==> config.mk <==
export PLATFORM = sky130hd
export DESIGN_NAME = smb_blk_fifo
export DESIGN_NICKNAME = d
export VERILOG_FILES = /design/src/rtl/smb_blk_fifo_pkg.sv /design/src/rtl/smb_blk_fifo_gate.sv /design/src/rtl/smb_blk_fifo_ctrl.sv /design/src/rtl/smb_blk_fifo_store.sv /design/src/rtl/smb_blk_fifo.sv
export SDC_FILE = /design/constraint.sdc
export NUM_CORES = 1
export LEC_CHECK = 0
export BUFFER_PORTS_ARGS = -buffer_cell sky130_fd_sc_hd__buf_2
export CAP_MARGIN = 10
export CORE_MARGIN = 4
export CORE_UTILIZATION = 45
export CTS_CLUSTER_SIZE = 8
export DETAILED_ROUTE_END_ITERATION = 8
export PLACE_DENSITY = 0.72
export SLEW_MARGIN = 40
export SYNTH_ARGS = -nofsm -noshare
export SYNTH_HDL_FRONTEND = slang
export SYNTH_SLANG_ARGS = --single-unit
==> constraint.sdc <==
create_clock -name clk -period 3 [get_ports clk]
set_clock_uncertainty 0.1 [all_clocks]
set_input_delay 0.6 -clock clk [delete_from_list [all_inputs] [get_ports clk]]
set_output_delay 0.6 -clock clk [all_outputs]
set_load 0.1 [all_outputs]
==> src/rtl/smb_blk_fifo_pkg.sv <==
package smb_blk_fifo_pkg;
  typedef logic [7:0] byte_t;

  typedef struct packed {
    logic  push;
    logic  pop;
    logic  ovf_hit;
    byte_t wdata;
  } fifo_op_t;
endpackage

==> src/rtl/smb_blk_fifo_gate.sv <==
module smb_blk_fifo_gate
  import smb_blk_fifo_pkg::*;
(
  input  logic     host_busy,
  input  logic     full,
  input  logic     empty,
  input  logic     sw_wr_en,
  input  byte_t    sw_wdata,
  input  logic     sw_rd_en,
  input  logic     tx_ready,
  input  logic     rx_valid,
  input  byte_t    rx_data,
  output logic     tx_valid,
  output logic     rx_ready,
  output fifo_op_t op
);
  logic sw_push, sw_pop, eng_push, eng_pop;

  // engine side only live while busy
  assign tx_valid = host_busy & ~empty;
  assign rx_ready = host_busy & ~full;
  assign eng_push = rx_valid & rx_ready;
  assign eng_pop  = tx_valid & tx_ready;

  // software side only live while idle
  assign sw_push = ~host_busy & sw_wr_en & ~full;
  assign sw_pop  = ~host_busy & sw_rd_en & ~empty;

  always_comb begin
    op.push    = sw_push | eng_push;
    op.pop     = sw_pop | eng_pop;
    op.ovf_hit = ~host_busy & sw_wr_en & full;
    op.wdata   = host_busy ? rx_data : sw_wdata;
  end
endmodule

==> src/rtl/smb_blk_fifo_ctrl.sv <==
module smb_blk_fifo_ctrl #(
  parameter int DEPTH = 32,
  localparam int AW = $clog2(DEPTH),
  localparam int CW = $clog2(DEPTH + 1)
) (
  input  logic          clk,
  input  logic          rst_n,
  input  logic          flush,
  input  logic          push,
  input  logic          pop,
  output logic [AW-1:0] wptr,
  output logic [AW-1:0] rptr,
  output logic [CW-1:0] cnt,
  output logic          full,
  output logic          empty
);
  localparam logic [AW-1:0] LAST = AW'(DEPTH - 1);

  function automatic logic [AW-1:0] bump(input logic [AW-1:0] p);
    return (p == LAST) ? '0 : p + 1'b1;
  endfunction

  assign full  = (cnt == CW'(DEPTH));
  assign empty = (cnt == '0);

  always_ff @(posedge clk or negedge rst_n) begin
    if (!rst_n) begin
      wptr <= '0;
      rptr <= '0;
      cnt  <= '0;
    end else if (flush) begin
      wptr <= '0;
      rptr <= '0;
      cnt  <= '0;
    end else begin
      if (push) wptr <= bump(wptr);
      if (pop)  rptr <= bump(rptr);
      case ({push, pop})
        2'b10:   cnt <= cnt + 1'b1;
        2'b01:   cnt <= cnt - 1'b1;
        default: cnt <= cnt;
      endcase
    end
  end
endmodule

==> src/rtl/smb_blk_fifo_store.sv <==
module smb_blk_fifo_store
  import smb_blk_fifo_pkg::*;
#(
  parameter int DEPTH = 32,
  localparam int AW = $clog2(DEPTH)
) (
  input  logic          clk,
  input  logic          rst_n,
  input  logic          we,
  input  logic [AW-1:0] waddr,
  input  byte_t         wdata,
  input  logic [AW-1:0] raddr,
  output byte_t         rdata
);
  byte_t mem_q [DEPTH];

  for (genvar g = 0; g < DEPTH; g++) begin : g_slot
    always_ff @(posedge clk or negedge rst_n) begin
      if (!rst_n)                          mem_q[g] <= '0;
      else if (we && waddr == AW'(g))      mem_q[g] <= wdata;
    end
  end

  assign rdata = mem_q[raddr];
endmodule

==> src/rtl/smb_blk_fifo.sv <==
module smb_blk_fifo
  import smb_blk_fifo_pkg::*;
#(
  parameter int DEPTH = 32,
  localparam int AW = $clog2(DEPTH),
  localparam int CW = $clog2(DEPTH + 1)
) (
  input  logic          clk,
  input  logic          rst_n,
  input  logic          host_busy,
  input  logic          xfer_err,
  input  logic          sw_wr_en,
  input  logic [7:0]    sw_wdata,
  input  logic          sw_rd_en,
  output logic [7:0]    sw_rdata,
  output logic          tx_valid,
  input  logic          tx_ready,
  output logic [7:0]    tx_data,
  input  logic          rx_valid,
  output logic          rx_ready,
  input  logic [7:0]    rx_data,
  output logic [CW-1:0] fill_cnt,
  output logic          ovf_flag
);
  fifo_op_t      op;
  logic          full, empty;
  logic [AW-1:0] wptr, rptr;
  byte_t         head;

  smb_blk_fifo_gate u_gate (
    .host_busy (host_busy),
    .full      (full),
    .empty     (empty),
    .sw_wr_en  (sw_wr_en),
    .sw_wdata  (sw_wdata),
    .sw_rd_en  (sw_rd_en),
    .tx_ready  (tx_ready),
    .rx_valid  (rx_valid),
    .rx_data   (rx_data),
    .tx_valid  (tx_valid),
    .rx_ready  (rx_ready),
    .op        (op)
  );

  smb_blk_fifo_ctrl #(.DEPTH(DEPTH)) u_ctrl (
    .clk   (clk),
    .rst_n (rst_n),
    .flush (xfer_err),
    .push  (op.push),
    .pop   (op.pop),
    .wptr  (wptr),
    .rptr  (rptr),
    .cnt   (fill_cnt),
    .full  (full),
    .empty (empty)
  );

  smb_blk_fifo_store #(.DEPTH(DEPTH)) u_store (
    .clk   (clk),
    .rst_n (rst_n),
    .we    (op.push & ~xfer_err),
    .waddr (wptr),
    .wdata (op.wdata),
    .raddr (rptr),
    .rdata (head)
  );

  assign sw_rdata = empty ? 8'h00 : head;
  assign tx_data  = head;

  always_ff @(posedge clk or negedge rst_n) begin
    if (!rst_n)          ovf_flag <= 1'b0;
    else if (xfer_err)   ovf_flag <= 1'b0;
    else if (op.ovf_hit) ovf_flag <= 1'b1;
  end
endmodule

# Word-level counts from Yosys, hierarchy flattened
# Index checks and enable logic that the tools add are counted.
# op_classes
shifts,0
n_reduce_logical,38
n_mul,0
bitwise,17
eq_ne,35
n_mux,15
magnitude_cmp,1
add_sub_neg,4
div_mod_pow,0
# op_table
op,n
$eq 5x5->1 const B,17
$bmux 8 s5,1
$eq 5x4->1 const B,8
$logic_and 1x1->1,32
$mux 8,4
$mux 5,6
$eq 5x3->1 const B,4
$pmux 6 s2,1
$add 5x1->5 const B,2
$and 1x1->1,10
$eq 5x2->1 const B,2
$add 6x1->6 const B,1
$eq 6x6->1 const B,1
$ge 6x6->1 const B,1
$logic_not 6->1,1
$mux 6,1
$not 5->6,1
$reduce_bool 2->1,3
$sub 6x1->6 const B,1
$eq 5x1->1 const B,1
$logic_not 5->1,1
$not 1->1,4
$reduce_bool 3->1,1
$eq 2x1->1 const B,1
3 further kinds,5
# totals
input_bits,24
output_inout_bits,25
register_bits,273
ramBits,0
wordCells,146
latch_bits,0
n_memories,0
mem_bits_ro,0

# Logic depth before layout (Yosys ltp)
# depth
ltp_word,8
depth_mapped,12
mapped_depth_nobuf,11

# By module
# Synthesis repeated with hierarchy kept, for this count alone.
# unflattened
cells_unflattened,840
area_unflattened_um2,12986.2
# by_module_without_submodules
mod,cells_per_inst,n_inst,area_each_um2,seq_area_each_um2
smb_blk_fifo_store,699,1,11673.7,6406.1
smb_blk_fifo_ctrl,114,1,1052.3,400.4
smb_blk_fifo_gate,16,1,168.9,0.0
smb_blk_fifo,11,1,91.3,25.0

# Worst setup path before layout
# No wires, ideal clock.
# synth_path
path_kind,reg2out
from,register u_ctrl.rptr[0]
to,output sw_rdata[0]
path_buffers,3
arrival_ps,5189
required_ps,2300
setup_slack_ps,-2889
path_stages_with_launch,8
path_cell_list,dfrtp_1 clkbuf_1 buf_2 buf_4 mux4_2 mux2i_1 a221oi_1 nor2b_1
# synth_between
elab_chain_cells,5
# synth_rtl
item,line_no,text
from (decl),smb_blk_fifo_ctrl.sv:12,"output logic [AW-1:0] rptr,"
from (signal assigned),smb_blk_fifo_ctrl.sv:37,if (pop) rptr <= bump(rptr);
$not 5->6 (not written as such),smb_blk_fifo_store.sv:24,assign rdata = mem_q[raddr];
$bmux 8 s5,smb_blk_fifo_store.sv:24,
$mux 8 (not written as such) (2 in a row),smb_blk_fifo_store.sv:24,
named net tx_data[0],smb_blk_fifo.sv:18,"output logic [7:0] tx_data,"
$mux 8,smb_blk_fifo.sv:68,assign sw_rdata = empty ? 8'h00 : head;
to (decl),smb_blk_fifo.sv:15,"output logic [7:0] sw_rdata,"
# The timed path passes the listed nets, and every way through them passes these cells. The select of a mux whose other input is x is not followed.

# Worst setup path in the final report
# layout_path
from,register u_ctrl.rptr[0]
to,output sw_rdata[3]
# layout_between
elab_chain_cells,5
# layout_rtl
item,line_no
$not 5->6 (not written as such),smb_blk_fifo_store.sv:24
$bmux 8 s5,smb_blk_fifo_store.sv:24
$mux 8 (not written as such) (2 in a row),smb_blk_fifo_store.sv:24
$mux 8,smb_blk_fifo.sv:68
# No other way between the ends. The select of a mux whose other input is x is not followed.

==> run metrics <==
status finished, violations left; failing checks negative setup slack; Hold Path Cell Cnt 2; # rows 60; Die Wd 175 um; Period Utilization, post-route 1.11; clk root buf clkbuf_16; 1st-iter DRT viols 692; RSZ-0062 raised after global routing true; Top delay family on crit path flip-flops; CP dominant cell by count buf_12; Final WS setup -0.336 ns; Final Critical Period 3.34 ns; FF-to-FF path depth 11; total vias in the final route 9345; DR pass1 iterations 5; Worst-Skew Late Latency 0.51 ns; clock buffer count from CTS 40; Final Hold Viols 0; vias per cell 5.72; P&R area growth vs syn 22.6%; largest net degree at the start of global routing between 60 and 70; Sink Count 273; WL final 31700 um; port bufs 48; register area share after synthesis 0.543; cell chain of the critical path buf_12, mux4_2, mux2i_2, a32o_2, a221oi_4, nor2b_4, buf_12; Post-DP HPWL 20400 um; Critical Path Slowest Stage Cell dfrtp_4; drt drc 0; crit path buf inv count 2; vias in the first global route 9614; initial antenna violation count 0; Synth cell types 51; Most used DFF post-synth dfrtp_1; maximum root-to-sink buffer count 3; grt ovf 0; f_max 0.300 GHz; start point of the worst hold path xfer_err; asr flop ratio synth 1.00; syn_area_per_cell 10.7 um2; H-tree depth 2; # setup viols final 16; Synth Instances 1180; CP required 2.30 ns; GRT Total Usage 0.210; max_slew headroom 0.502; layout cells sized above 1 0.253; kind of critical path flop to output pin; core area 27300 um2; hold crit path type input port to flop; EDFF count, synth 0; max-slew violations 0; Post-Route Hold Slack 0.352 ns; initial core utilization 0.461; IO Count 49; die height 175 um; slowest stage delay, CP 0.56 ns; Synthesized Nets 1215; first-pass GRT wire length ~52000 um; routed length per placed instance 19.4 um; Die ar. 30700 um2; Reg-to-Reg Start u_ctrl.cnt[1]$_DFFE_PN0P_; GPL Wtd Cong 0.868; Ys Warns 0; type of element launching the critical path flop; Reg clk slew, reported paths roughly 0.050 ns; Pwr per Cell Area 968 nW/um2; Max Cap Viol 0; CP Capture Type output pin; CP Launch Point u_ctrl.rptr[0]$_DFFE_PN0P_; CTS tree yes; post-route ant nets 0; Worst path depth 7; Seq cells post-synth 273; peak supply drop 0.000725 V; Ant. Diodes 0; post-synthesis cell area 12600 um2; Layout Utilization 0.566; Critical Path AT around 2.6 ns; CP Max Fanout 8; slew at the pin with the worst max-slew slack 0.747 ns; Post-layout nets 1292; LEAKAGE 6.86 nW
-- through the flow --
step	std cells	power [mW]	cell area (um2)	worst slack, ns	setup TNS (ns)
2_1_floorplan	1180	8.82	12900	-0.532	-2.72
5_1_grt	1635	15.5	15400	-0.396	-5.47
3_5_place_dp	1578	10.6	14100	-0.0385	-0.0454
4_1_cts	1633	14.8	15300	-0.347	-4.88
6_report	1635	14.9	15400	-0.336	-4.33
3_3_place_gp	1578	10.5	14100	-0.0512	-0.0620
-- power breakdown --
group          leakage [nW]  internal [mW]  switching, mW
sequential             3.69           4.16          0.345
combinational          2.64           2.53           3.97
clock                 0.523           2.42           1.50
total                  6.86           9.11           5.82
-- final timing paths --
kind,endpoint,slack [ns]
max,sw_rdata[3],-0.34
min,u_ctrl.wptr[4]$_DFFE_PN0P_,0.35
max reg2reg,u_ctrl.cnt[5]$_DFFE_PN0P_,0.17
min reg2reg,u_store.mem_q[166]$_DFFE_PN0P_,0.37
max in group asynchronous,u_store.mem_q[101]$_DFFE_PN0P_,1.46
min in group asynchronous,u_store.mem_q[218]$_DFFE_PN0P_,0.56
-- kinds of logic after synthesis --
family                     after synthesis  synth area share
buffers and inverters                  103            0.0331
adders and majority gates               11            0.0109
DFF                                    273             0.543
muxes                                   99             0.143
xor gates and xnor gates                 5           0.00408
and+or+nand+nor                        386             0.136
AOI/OAI and AO/OA                      303             0.130
-- timing repair --
action,CTS,global route
pin swaps,7,7
endpoints found under the hold margin,61,0
gates resized for setup,34,15
setup buffers,6,2
hold buffers,1,0
endpoints found under the setup margin,17,17
-- layout make-up --
cell class	instances	area, um2
well taps	372	465
fillers	2171	11800
inverters	8	30.0
clock inverters	3	26.3
multi-input cells	804	5790
clock buffers	45	1040
repair buffers	130	1220
flip-flops and latches	273	6850
-- cells in the mapped netlist (3+ instances only) --
library cell	instances	area (um2)
a32o_1	9	90.1
dfrtp_1	273	6830
nand3_1	11	55.1
nor3b_1	6	45.0
mux4_2	64	1440
mux2i_1	34	340
nand3b_1	3	22.5
nor2_1	187	702
a221oi_1	5	43.8
inv_1	6	22.5
clkbuf_1	73	274
nand2_1	127	477
o21ai_0	101	505
a21oi_1	173	866
nor2b_1	11	68.8
buf_4	3	22.5
buf_1	4	15.0
and3_1	4	25.0
nor3_1	13	65.1
ha_1	11	138
nor4_2	8	100
buf_2	15	75.1
-- state kept, by name, indices dropped and copies added, names as in the netlist --
| signal | count |
|---|---|
| u_ctrl.cnt | 6 |
| ovf_flag | 1 |
| u_ctrl.wptr | 5 |
| u_ctrl.rptr | 5 |
| u_store.mem_q | 256 |
-- metal layers --
layer  vias up  track usage  part of all wire
met5         -            0                 0
met4         0       0.0812             0.035
met3        67       0.0426             0.053
met2       284        0.338              0.48
met1      4710        0.284              0.43
li1       4284            -                 -
-- layout by cell type (no fill, tap or decap), types with 14 or more instances in the layout --
master and instances:
a21oi_1 172, buf_12 22, buf_2 30, buf_4 70
clkbuf_16 41, dfrtp_1 265, mux2i_4 14, mux4_2 64
nand2_1 127, nor2_1 182, o21ai_0 101
No activity file was read; power rests on OpenSTA's default activity.
